File: src/rtl/mesi_pkg.sv
package mesi_pkg;
    typedef enum logic [1:0] {
        ST_I = 2'd0,
        ST_S = 2'd1,
        ST_E = 2'd2,
        ST_M = 2'd3
    } line_st_e;

    typedef enum logic [2:0] {
        CMD_NONE = 3'd0,
        CMD_RD   = 3'd1,
        CMD_RDX  = 3'd2,
        CMD_UPG  = 3'd3,
        CMD_WB   = 3'd4
    } bus_cmd_e;

    typedef enum logic [1:0] {
        S_IDLE = 2'd0,
        S_ARB  = 2'd1,
        S_WAIT = 2'd2
    } seq_st_e;
endpackage

File: src/rtl/mesi_line_store.sv
module mesi_line_store
    import mesi_pkg::*;
#(
    parameter int LINES  = 4,
    parameter int TAG_W  = 6,
    parameter int DATA_W = 8,
    localparam int IDX_W = $clog2(LINES)
) (
    input  logic              clk,
    input  logic              rst_n,
    input  logic              loc_st_we,
    input  logic              loc_tag_we,
    input  logic              loc_data_we,
    input  logic [IDX_W-1:0]  loc_idx,
    input  line_st_e          loc_st,
    input  logic [TAG_W-1:0]  loc_tag,
    input  logic [DATA_W-1:0] loc_data,
    input  logic              snp_we,
    input  logic [IDX_W-1:0]  snp_idx,
    input  line_st_e          snp_st,
    output line_st_e          st_o   [LINES],
    output logic [TAG_W-1:0]  tag_o  [LINES],
    output logic [DATA_W-1:0] data_o [LINES]
);
    for (genvar i = 0; i < LINES; i++) begin : g_line
        logic sel_loc, sel_snp;
        assign sel_loc = (loc_idx == IDX_W'(i));
        assign sel_snp = (snp_idx == IDX_W'(i));

        always_ff @(posedge clk or negedge rst_n) begin
            if (!rst_n) begin
                st_o[i]   <= ST_I;
                tag_o[i]  <= '0;
                data_o[i] <= '0;
            end else begin
                if (loc_st_we && sel_loc)      st_o[i] <= loc_st;
                else if (snp_we && sel_snp)    st_o[i] <= snp_st;
                if (loc_tag_we && sel_loc)     tag_o[i]  <= loc_tag;
                if (loc_data_we && sel_loc)    data_o[i] <= loc_data;
            end
        end
    end
endmodule

File: src/rtl/mesi_snoop_unit.sv
module mesi_snoop_unit
    import mesi_pkg::*;
#(
    parameter int LINES  = 4,
    parameter int ADDR_W = 8,
    parameter int DATA_W = 8,
    localparam int IDX_W = $clog2(LINES),
    localparam int TAG_W = ADDR_W - IDX_W
) (
    input  logic              snp_valid,
    input  logic [2:0]        snp_cmd,
    input  logic [ADDR_W-1:0] snp_addr,
    input  line_st_e          st_i   [LINES],
    input  logic [TAG_W-1:0]  tag_i  [LINES],
    input  logic [DATA_W-1:0] data_i [LINES],
    output logic              snp_shared,
    output logic              snp_flush,
    output logic [DATA_W-1:0] snp_data,
    output logic              upd_we,
    output logic [IDX_W-1:0]  upd_idx,
    output line_st_e          upd_st
);
    logic [TAG_W-1:0] s_tag;
    line_st_e         s_st;
    logic             held, is_rd, is_kill;

    always_comb begin
        upd_idx  = snp_addr[IDX_W-1:0];
        s_tag    = snp_addr[ADDR_W-1:IDX_W];
        s_st     = st_i[upd_idx];
        held     = snp_valid && (s_st != ST_I) && (tag_i[upd_idx] == s_tag);
        is_rd    = (snp_cmd == CMD_RD);
        is_kill  = (snp_cmd == CMD_RDX) || (snp_cmd == CMD_UPG);
        snp_shared = held;
        snp_flush  = held && (s_st == ST_M) && (is_rd || snp_cmd == CMD_RDX);
        snp_data   = data_i[upd_idx];
        upd_we     = held && (is_kill || (is_rd && s_st != ST_S));
        upd_st     = is_kill ? ST_I : ST_S;
    end
endmodule

File: src/rtl/mesi_line_ctrl.sv
module mesi_line_ctrl
    import mesi_pkg::*;
#(
    parameter int LINES  = 4,
    parameter int ADDR_W = 8,
    parameter int DATA_W = 8,
    localparam int IDX_W = $clog2(LINES),
    localparam int TAG_W = ADDR_W - IDX_W
) (
    input  logic              clk,
    input  logic              rst_n,
    input  logic              cpu_req,
    input  logic              cpu_we,
    input  logic [ADDR_W-1:0] cpu_addr,
    input  logic [DATA_W-1:0] cpu_wdata,
    output logic              cpu_done,
    output logic              cpu_hit,
    output logic [DATA_W-1:0] cpu_rdata,
    output logic              bus_req,
    input  logic              bus_gnt,
    output logic [2:0]        bus_cmd,
    output logic [ADDR_W-1:0] bus_addr,
    output logic [DATA_W-1:0] bus_wdata,
    input  logic              bus_resp_valid,
    input  logic [DATA_W-1:0] bus_resp_data,
    input  logic              bus_resp_shared,
    input  logic              snp_valid,
    input  logic [2:0]        snp_cmd,
    input  logic [ADDR_W-1:0] snp_addr,
    output logic              snp_shared,
    output logic              snp_flush,
    output logic [DATA_W-1:0] snp_data
);
    seq_st_e state_q, state_d;

    line_st_e          st_arr   [LINES];
    logic [TAG_W-1:0]  tag_arr  [LINES];
    logic [DATA_W-1:0] data_arr [LINES];

    logic [IDX_W-1:0]  idx;
    logic [TAG_W-1:0]  tag;
    line_st_e          l_st;
    logic [TAG_W-1:0]  l_tag;
    logic [DATA_W-1:0] l_data;
    logic              hit, dirty_victim;
    bus_cmd_e          need_cmd;

    logic              ls_st_we, ls_tag_we, ls_data_we;
    line_st_e          ls_st;
    logic [DATA_W-1:0] ls_data;

    logic              sn_we;
    logic [IDX_W-1:0]  sn_idx;
    line_st_e          sn_st;

    always_comb begin
        idx          = cpu_addr[IDX_W-1:0];
        tag          = cpu_addr[ADDR_W-1:IDX_W];
        l_st         = st_arr[idx];
        l_tag        = tag_arr[idx];
        l_data       = data_arr[idx];
        hit          = (l_st != ST_I) && (l_tag == tag);
        dirty_victim = (l_st == ST_M) && (l_tag != tag);
        if (dirty_victim)      need_cmd = CMD_WB;
        else if (hit && cpu_we) need_cmd = CMD_UPG;
        else if (cpu_we)       need_cmd = CMD_RDX;
        else                   need_cmd = CMD_RD;
    end

    // state register
    always_ff @(posedge clk or negedge rst_n) begin
        if (!rst_n) state_q <= S_IDLE;
        else        state_q <= state_d;
    end

    // next state and outputs
    always_comb begin
        state_d    = state_q;
        cpu_done   = 1'b0;
        cpu_hit    = 1'b0;
        cpu_rdata  = l_data;
        bus_req    = 1'b0;
        bus_cmd    = CMD_NONE;
        bus_addr   = cpu_addr;
        bus_wdata  = l_data;
        ls_st_we   = 1'b0;
        ls_tag_we  = 1'b0;
        ls_data_we = 1'b0;
        ls_st      = ST_M;
        ls_data    = cpu_wdata;
        unique case (state_q)
            S_IDLE: begin
                if (cpu_req && !snp_valid) begin
                    if (hit && (!cpu_we || l_st == ST_E || l_st == ST_M)) begin
                        cpu_done   = 1'b1;
                        cpu_hit    = 1'b1;
                        ls_st_we   = cpu_we;
                        ls_data_we = cpu_we;
                    end else begin
                        state_d = S_ARB;
                    end
                end
            end
            S_ARB: begin
                bus_req = 1'b1;
                if (bus_gnt) begin
                    bus_cmd = need_cmd;
                    unique case (need_cmd)
                        CMD_WB: begin
                            bus_addr = {l_tag, idx};
                            ls_st_we = 1'b1;
                            ls_st    = ST_I;
                        end
                        CMD_UPG: begin
                            ls_st_we   = 1'b1;
                            ls_data_we = 1'b1;
                            cpu_done   = 1'b1;
                            state_d    = S_IDLE;
                        end
                        default: state_d = S_WAIT;
                    endcase
                end
            end
            S_WAIT: begin
                cpu_rdata = bus_resp_data;
                if (bus_resp_valid) begin
                    cpu_done   = 1'b1;
                    ls_st_we   = 1'b1;
                    ls_tag_we  = 1'b1;
                    ls_data_we = 1'b1;
                    ls_st      = cpu_we ? ST_M : (bus_resp_shared ? ST_S : ST_E);
                    ls_data    = cpu_we ? cpu_wdata : bus_resp_data;
                    state_d    = S_IDLE;
                end
            end
            default: state_d = S_IDLE;
        endcase
    end

    mesi_line_store #(.LINES(LINES), .TAG_W(TAG_W), .DATA_W(DATA_W)) u_store (
        .clk(clk), .rst_n(rst_n),
        .loc_st_we(ls_st_we), .loc_tag_we(ls_tag_we), .loc_data_we(ls_data_we),
        .loc_idx(idx), .loc_st(ls_st), .loc_tag(tag), .loc_data(ls_data),
        .snp_we(sn_we), .snp_idx(sn_idx), .snp_st(sn_st),
        .st_o(st_arr), .tag_o(tag_arr), .data_o(data_arr)
    );

    mesi_snoop_unit #(.LINES(LINES), .ADDR_W(ADDR_W), .DATA_W(DATA_W)) u_snoop (
        .snp_valid(snp_valid), .snp_cmd(snp_cmd), .snp_addr(snp_addr),
        .st_i(st_arr), .tag_i(tag_arr), .data_i(data_arr),
        .snp_shared(snp_shared), .snp_flush(snp_flush), .snp_data(snp_data),
        .upd_we(sn_we), .upd_idx(sn_idx), .upd_st(sn_st)
    );

    // assertions
    logic [IDX_W-1:0] a_sidx;
    logic             a_kill_hit;
    assign a_sidx     = snp_addr[IDX_W-1:0];
    assign a_kill_hit = snp_valid && (snp_cmd == CMD_RDX || snp_cmd == CMD_UPG)
                        && st_arr[a_sidx] != ST_I
                        && tag_arr[a_sidx] == snp_addr[ADDR_W-1:IDX_W];

    assert_req_held_R7: assert property (@(posedge clk) disable iff (!rst_n)
        (bus_req && !bus_gnt) |=> bus_req);

    assert_write_leaves_modified_R3: assert property (@(posedge clk) disable iff (!rst_n)
        (cpu_done && cpu_we) |=> (st_arr[$past(idx)] == ST_M));

    assert_snoop_kill_R5: assert property (@(posedge clk) disable iff (!rst_n)
        a_kill_hit |=> (st_arr[$past(a_sidx)] == ST_I));

    assert_flush_clears_dirty_R6: assert property (@(posedge clk) disable iff (!rst_n)
        snp_flush |=> (st_arr[$past(a_sidx)] != ST_M));

    assert_wb_then_fill_R10: assert property (@(posedge clk) disable iff (!rst_n)
        (bus_cmd == CMD_WB) |=> bus_req);
endmodule

File: config.mk
export PLATFORM = sky130hd
export DESIGN_NAME = mesi_line_ctrl
export DESIGN_NICKNAME = d
export VERILOG_FILES = /design/src/rtl/mesi_pkg.sv /design/src/rtl/mesi_line_store.sv /design/src/rtl/mesi_snoop_unit.sv /design/src/rtl/mesi_line_ctrl.sv
export SDC_FILE = /design/constraint.sdc
export NUM_CORES = 1
export LEC_CHECK = 0
export BUFFER_PORTS_ARGS = -buffer_cell sky130_fd_sc_hd__buf_2
export CORE_MARGIN = 5
export CORE_UTILIZATION = 55
export DETAILED_ROUTE_END_ITERATION = 6
export PLACE_DENSITY = 0.83
export SLEW_MARGIN = 10
export SYNTH_ARGS = -nofsm -noshare
export SYNTH_HDL_FRONTEND = slang
export SYNTH_SLANG_ARGS = --single-unit
File: constraint.sdc
create_clock -name clk -period 5.6 [get_ports clk]
set_clock_uncertainty 0.05 [all_clocks]
set_input_delay 0.84 -clock clk [delete_from_list [all_inputs] [get_ports clk]]
set_output_delay 0.84 -clock clk [all_outputs]
set_load 0.005 [all_outputs]
## Word level (Yosys, flattened, before mapping)

Cells that the tools add are included.

| word-level totals | value |
|---|---|
| bits in registers | 66 |
| bits of input ports | 43 |
| word-level logic and storage cells | 153 |

| operators by class | value |
|---|---|
| order comparisons | 2 |
| eq/ne operators | 25 |
| muxes and demuxes | 66 |
| bitwise operators | 2 |
| reduce and logical (&&, ||, !) cells | 45 |

Operators with widths:

| kind | number |
|---|---|
| two-way mux 8 bit | 11 |
| two-way mux 2 bit | 23 |
| binary-select mux 8 bit (select 2 bit) | 2 |
| logical AND 1 bit | 27 |
| binary-select mux 6 bit (select 2 bit) | 2 |
| two-way mux 6 bit | 4 |
| == test 2 bit (second input constant) | 8 |
| two-way mux 1 bit | 13 |
| == test 6 bit | 2 |
| nonzero test 2 bit | 6 |
| != test 2 bit (second input constant) | 5 |
| == test 3 x 2 -> 1 bit (second input constant) | 3 |
| two-way mux 3 bit | 3 |
| case mux 1 bit (3 select lines) | 3 |
| binary-select mux 2 bit (select 2 bit) | 2 |
| case mux 2 bit (2 select lines) | 2 |
| == test 2 x 1 -> 1 bit (second input constant) | 3 |
| greater-or-equal comparator 3 bit (second input constant) | 2 |
| logical NOT 2 bit | 3 |
| != test 6 bit | 1 |
| NOT 2 -> 3 bit | 2 |
| case mux 2 bit (3 select lines) | 1 |
| logical OR 1 bit | 5 |
| AND reduction 5 bit | 1 |
| other kinds (5) | 6 |

## Longest topological paths before layout

Gate-level depths: netlist of run 1.

| logic depth | value |
|---|---|
| word-level depth | 16 |
| gate-level depth with buffers | 9 |
| depth with buffers taken out | 7 |

## By module

Synthesis of run 1 repeated with hierarchy kept, for this count alone.

| unflattened totals | value |
|---|---|
| cells, all modules | 316 |
| area total of the unflattened synthesis | 4236.6 um^2 |

By module, submodules not included:

| module | times used | cells an instance | area an instance (um^2) |
|---|---|---|---|
| mesi_line_store | 1 | 164 | 2562.5 |
| mesi_line_ctrl | 1 | 104 | 1101.1 |
| mesi_snoop_unit | 1 | 48 | 573.0 |

## Least setup slack after synthesis of run 1

No wires, ideal clock.

| path | value |
|---|---|
| path kind | input port to output port |
| from | input port cpu_addr[1] |
| to | output port bus_addr[2] |
| arrival | 2.746 ns |
| required time | 4.710 ns |
| setup slack | 1.964 ns |
| stages on the path | 8 |
| buffers on the path | 3 |
| path through | clkbuf_1 -> clkbuf_1 -> mux4_2 -> xnor2_2 -> nand2_1 -> o21ai_0 -> buf_2 -> mux2_2 |

| between the ends | value |
|---|---|
| cells in the longest elaborated chain, start to end | 13 |
| elaborated cells on any way between the ends | 20 |
| those cells by class | 4 x eq/ne; 11 x mux; 1 x bitwise; 4 x reduce/logical |

Ends and longest elaborated chain:

| what | RTL line | text |
|---|---|---|
| start, declared | mesi_line_ctrl.sv:14 | `input logic [ADDR_W-1:0] cpu_addr,` |
| NOT 2 -> 3 bit (not written as such) (*) | mesi_line_ctrl.sv:59, mesi_line_ctrl.sv:60 |  |
| binary-select mux 6 bit (select 2 bit) or binary-select mux 2 bit (select 2 bit) (tied branches) | mesi_line_ctrl.sv:60, mesi_line_ctrl.sv:59 |  |
| two-way mux 6 bit (not written as such) or two-way mux 2 bit (tied branches) (2 in a row) | mesi_line_ctrl.sv:60, mesi_line_ctrl.sv:59 |  |
| == test 6 bit or nonzero test 2 bit (tied branches) | mesi_line_ctrl.sv:62 | `hit = (l_st != ST_I) && (l_tag == tag);` |
| logical AND 1 bit | mesi_line_ctrl.sv:62 |  |
| logical AND 1 bit | mesi_line_ctrl.sv:65 | `else if (hit && cpu_we) need_cmd = CMD_UPG;` |
| two-way mux 2 bit | mesi_line_ctrl.sv:65 |  |
| two-way mux 3 bit | mesi_line_ctrl.sv:64 | `if (dirty_victim) need_cmd = CMD_WB;` |
| == test 3 bit | mesi_line_ctrl.sv:108 | `unique case (need_cmd)` |
| two-way mux 8 bit (*) | mesi_line_ctrl.sv:108 |  |
| two-way mux 8 bit (*) | mesi_line_ctrl.sv:106 | `if (bus_gnt) begin` |
| two-way mux 8 bit (*) | mesi_line_ctrl.sv:91 | `unique case (state_q)` |
| end, declared | mesi_line_ctrl.sv:22 | `output logic [ADDR_W-1:0] bus_addr,` |

Mark *: on every way between the ends. The rest lies on a longest branch, timed or not. The select of a mux whose other input is x is not followed.

## Worst setup path after layout of run 1

| path | value |
|---|---|
| from | input port cpu_addr[0] |
| to | output port bus_addr[7] |

Same word-level chain as after synthesis.

==> metrics, run 1 <==
maxcap violations=0; crit path cell chain=buf_2 > mux4_2 > xnor2_1 > nand4_1 > o21ai_0 > buf_4 > mux2_2 > buf_2; combinational power share=~42%; Residual DRC=0; DRT antenna net count=0; CTS resizes=0; RSZ-0062 raised after global routing=false; CTS Buf Count=9; yosys warns=0; Top Ports=83; Worst Path Required=between 4 and 5 ns; flop-to-flop setup slack=2.67 ns; Rows=31; root buf cell=clkbuf_8; min-delay src=u_store.data_o[7]; CTS tree=done; CP max stage cell=mux4_2; Vias/cell=6.018; Syn Nets=356; crit path from=cpu_addr[0]; CP max stage delay=0.62 ns; status=complete, no violations; CP Data Arrival Time=3.48 ns; multi-input logic area=2399 um^2; Total Wirelength=9684 um; register area=1652 um^2; CTS clk-pin slew, worst paths=about 0.08 ns; Avg Inst Size Synth=13.46 um^2; Max FO, Critical Path=25; Inst Count DP=between 400 and 500; area grow syn2layout=16.85%; largest cells by area after synthesis=dfrtp_1 (40%), mux4_2 (17%), mux2_2 (17%), mux2_1 (4.3%), mux2i_1 (3.1%); Rel. slew slack=26.52%; Worst Setup End Kind=output port; fraction of layout cells with a size suffix above 1=approximately 52%; setup ws final=1.227 ns; Die X=just under 100 um; startpoint class of the critical path=primary input; Pre-Repair DR Iteration Count=4; measured slew at the worst slew-check pin=roughly 1.1 ns; Peak VDD IR=0.0002031 V; NumNets Final=about 440; FILL cells=539; sw frac=33.50%; vias in the first global route=3072; Starting Density=57.04%; largest net degree at the start of global routing=67; post-layout util=66.64%; Flop pwr share=37.6%; Post-CTS Repair Setup Buffers=0; Net Sw Power=0.7608 mW; gpl congestion=slightly above 0.9; Tcrit/Tclk final=roughly four fifths; P_leak=2.165 nW; cts hold-fix bufs=0; most frequent CP cell=buf_2; Die Height=96.96 um; WL per Instance=19.64 um; register area share after synthesis=39.71%; time the worst path needs with I/O delays and setup=4.373 ns; worst skew pair latency=0.34 ns; reg2reg start=u_store.tag_o[2]; Crit path max-delay family=multiplexers; global-route wire length before repair=around 16000 um; H-tree depth=3; synthesized area=4159 um^2; max-slew violations=0; pwr dens=467.3 nW/um^2; non-filler cells, final=493; diode count=0; DR iter-0 viols=219; die area=9401 um^2; Clk network pwr share=19.9%; commonest non-fill, non-tap cells in the layout=buf_2 (82), dfrtp_1 (66), mux2_2 (63); HPWL Detailed=6838 um; clock sinks=66; final setup vio count=0; global-route usage over all layers=21.23%; commonest non-fill, non-tap cell in the layout=buf_2; Buf/Inv on CP=3; top cell type by total area after synthesis=dfrtp_1; CTS Buffer Depth=2; WS Path Type=in2out; initial antenna violation count=0; internal power=1.510 mW; setup TNS=0 ns; Final Hold Fails=0; Cell variety after synth=42; Yosys top cell area share=between 30% and 40%; Syn Inst Count=309; vias post-DR=2967; core area=7292 um^2; f_max=228.7 MHz; IO Port Bufs=between 80 and 90; number of synthesized register bits=66; Hold Path Class=reg2reg; total gr overflow=0; worst slack at placement=1.216 ns
-- power by group through the flow --
| stage | Sequential, mW | Clock, mW | Combinational, mW |
|---|---|---|---|
| 2_1_floorplan | 0.805 | 0 | 0.709 |
| 3_3_place_gp | 0.837 | 0 | 0.929 |
| 3_5_place_dp | 0.857 | 0 | 0.961 |
| 4_1_cts | 0.852 | 0.460 | 0.968 |
| 5_1_grt | 0.888 | 0.482 | 1.05 |
| 6_report | 0.855 | 0.453 | 0.963 |
-- area by class of cell --
| class | instances | share of cell area [%] |
|---|---|---|
| Inverter | 9 | 0.6952 |
| Tap cell | 99 | 2.549 |
| Timing Repair Buffer | 84 | 8.754 |
| Multi-Input combinational cell | 219 | 49.36 |
| Sequential cell | 66 | 33.99 |
| Clock buffer | 10 | 2.832 |
| Clock inverter | 6 | 1.828 |
-- synthesized netlist by cell type --
| cell | number |
|---|---|
| a21o_1 | 1 |
| buf_6 | 1 |
| mux2_2 | 63 |
| buf_4 | 2 |
| nand2_2 | 2 |
| ha_1 | 4 |
| or2_2 | 2 |
| and3_1 | 1 |
| nor3b_1 | 1 |
| dfrtp_1 | 66 |
| xor2_1 | 1 |
| o211ai_1 | 1 |
| mux4_2 | 32 |
| o221ai_1 | 1 |
| nand2b_1 | 9 |
| or3_1 | 1 |
| a21boi_0 | 2 |
| nor4_1 | 5 |
| buf_1 | 3 |
| xnor2_2 | 2 |
| buf_2 | 3 |
| mux2i_1 | 13 |
| o21ai_0 | 7 |
| nand2_1 | 9 |
| a21oi_1 | 7 |
| o2111ai_1 | 2 |
| nand4_1 | 2 |
| o41ai_4 | 1 |
| o21bai_1 | 1 |
| mux2_1 | 16 |
| nor2_1 | 5 |
| nor3_1 | 2 |
| inv_1 | 9 |
| o41a_1 | 1 |
| or3b_2 | 2 |
| nand3_2 | 1 |
| nand3_1 | 6 |
| xnor2_1 | 10 |
| clkbuf_1 | 6 |
| nand3b_1 | 3 |
| and2_1 | 2 |
| nor2b_1 | 1 |
-- cells by family (layout without fill, tap and decap cells) --
logic type      count (synthesis)  count (layout)  share of synthesized area [%]
buf+inv                        24             109                          2.617
mux                           124             124                          41.85
flops                          66              66                          39.71
compound gates                 24              24                          4.152
xor+xnor                       13              13                          3.099
simple gates                   54              54                          7.371
fa+ha+maj                       4               4                          1.203
-- per-layer routing --
metal	wire length [um]	global-route usage [%]	vias up
met5	0	0	-
met4	85	3.888	0
met3	461	5.036	9
met2	5003	36.41	88
met1	4135	27.78	1525
li1	-	-	1345
-- sequential cells by signal, indices dropped and copies added (netlist names) --
name,count
u_store.data_o,32
u_store.tag_o,24
u_store.st_o,8
state_q,2
-- path summary, 6_finish.rpt --
| check | end | depth (start not counted) |
|---|---|---|
| min in group asynchronous | u_store.tag_o[20] | 2 |
| worst max-delay path | bus_addr[7] | 8 |
| worst min-delay path | u_store.data_o[7] | 1 |
| max in group asynchronous | u_store.data_o[22] | 2 |
| worst min register to register | u_store.data_o[7] | 1 |
| worst max register to register | u_store.data_o[2] | 6 |
-- metrics by stage --
step	cell area, um^2	total power, mW	hold WS [ns]
CTS	4860	2.279	0.4676
detailed placement	4633	1.818	0.4491
floorplan	4159	1.514	0.4258
global route	4860	2.422	0.4907
finish	4860	2.271	0.4652
global placement	4633	1.766	0.4360
Power figures use the tool's default switching activity.
==> run 2: changes to the inputs <==
clock period = 4.5 ns   (was 5.6 ns; I/O delays follow)
==> metrics, run 2 (synthesis gave the netlist of run 1 again) <==
Peak VDD IR=0.0002298 V; gpl congestion=0.8323; flip-flop count of the largest register after layout=32; global-route usage over all layers=21.67%; WL per Instance=19.85 um; vias in the first global route=3124; Die Height=96.96 um; Pwr Total=around 2.8 mW; HPWL Detailed=7114 um; global-route wire length before repair=16390 um; pwr dens=572.6 nW/um^2; Tcrit/Tclk final=82.54%; commonest non-fill, non-tap cell in the layout=buf_2; CP Data Arrival Time=2.99 ns; Hold Path Class=in2async; P_leak=between 2 and 2.5 nW; die area=roughly 9400 um^2; NumNets Final=437; cts hold-fix bufs=0; CTS clk-pin slew, worst paths=roughly 0.070 ns; register area=roughly 1700 um^2; H-tree depth=3; total gr overflow=0; WS Path Type=in2out; f_max=269.2 MHz; RSZ-0062 raised after global routing=false; clock sinks=66; non-filler cells, final=approximately 500; root buf cell=clkbuf_8; worst skew pair latency=0.33 ns; status=complete, no violations; Starting Density=57.04%; CTS Buffer Depth=2; FILL cells=541; final instance area=4836 um^2; DRT antenna net count=0; fraction of layout cells with a size suffix above 1=slightly above 50%; Worst Setup End Kind=output port; CTS Buf Count=9; final setup vio count=0; Top Ports=83; Pre-Repair DR Iteration Count=5; largest net degree at the start of global routing=35; Rows=31; CTS tree=done; setup TNS=0 ns; worst hold slack=0.3460 ns; diode count=0; Total Wirelength=9805 um; Final Hold Fails=0; DR iter-0 viols=182; area grow syn2layout=16.28%; Inst Count DP=478; time the worst path needs with I/O delays and setup=around 3.7 ns; Max FO, Critical Path=19; initial antenna violation count=0; Post-CTS Repair Setup Buffers=0; IO Port Bufs=82; multi-input logic area=~2400 um^2; Vias/cell=5.978; max-slew violations=0; CTS resizes=0; Placed Area=around 4600 um^2; reg2reg start=u_store.tag_o[2]; largest reg by FF count=u_store.data_o; maxcap violations=0; leading registers by flop count=u_store.data_o (32), u_store.tag_o (24), u_store.st_o (8); core area=7292 um^2; Worst Path Required=between 3 and 4 ns; crit path from=cpu_addr[0]; Die X=96.96 um; Residual DRC=0; measured slew at the worst slew-check pin=1.022 ns; commonest non-fill, non-tap cells in the layout=buf_2 (82), dfrtp_1 (66), mux2_2 (63); startpoint class of the critical path=primary input; vias post-DR=just under 3000; Rel. slew slack=between 30% and 40%
[run 2: report_power, final]
group          switching (mW)  internal, mW  leakage, nW
sequential              0.199         0.869        0.826
clock                   0.228         0.269        0.103
combinational           0.521         0.684         1.23
[run 2: layout make-up]
class,instances,area share (%)
multi-input cells,219,49.60
flip-flops and latches,66,34.15
repair buffers,85,8.952
clock buffers,11,2.924
well taps,99,2.561
clock inverters,5,1.113
inverters,9,0.6986
[run 2: final timing paths]
| path | cells past startpoint | to | slack, ns |
|---|---|---|---|
| max | 9 | cpu_done | 0.79 |
| min | 1 | u_store.tag_o[21] | 0.35 |
| max reg2reg | 6 | u_store.data_o[6] | 1.64 |
| min reg2reg | 1 | u_store.data_o[13] | 0.47 |
| max in group asynchronous | 2 | u_store.data_o[21] | 3.13 |
| min in group clk | 1 | u_store.data_o[13] | 0.47 |
[run 2: metrics by stage]
stage                     utilization, %  worst slack (ns)
after floorplan                        -             1.194
after global placement             63.64            0.8142
after detailed placement           63.64            0.7523
after CTS                          66.32            0.7524
after global routing               66.32            0.6013
final                              66.32            0.7859
[run 2: critical path: stages]
cell	delay, ns
buf_2	0.23
buf_4	0.35
mux4_2	0.59
xnor2_2	0.17
o211ai_1	0.18
or2_2	0.37
a21o_1	0.16
a21oi_1	0.13
buf_2	0.13
[run 2: routing by layer]
metal / GRT usage (%) / share of wire (%) / vias up
met5: 0 / 0 / -
met4: 7.451 / 0.92 / 0
met3: 2.878 / 4.9 / 6
met2: 35.56 / 51 / 84
met1: 29.77 / 43 / 1525
li1: - / - / 1338
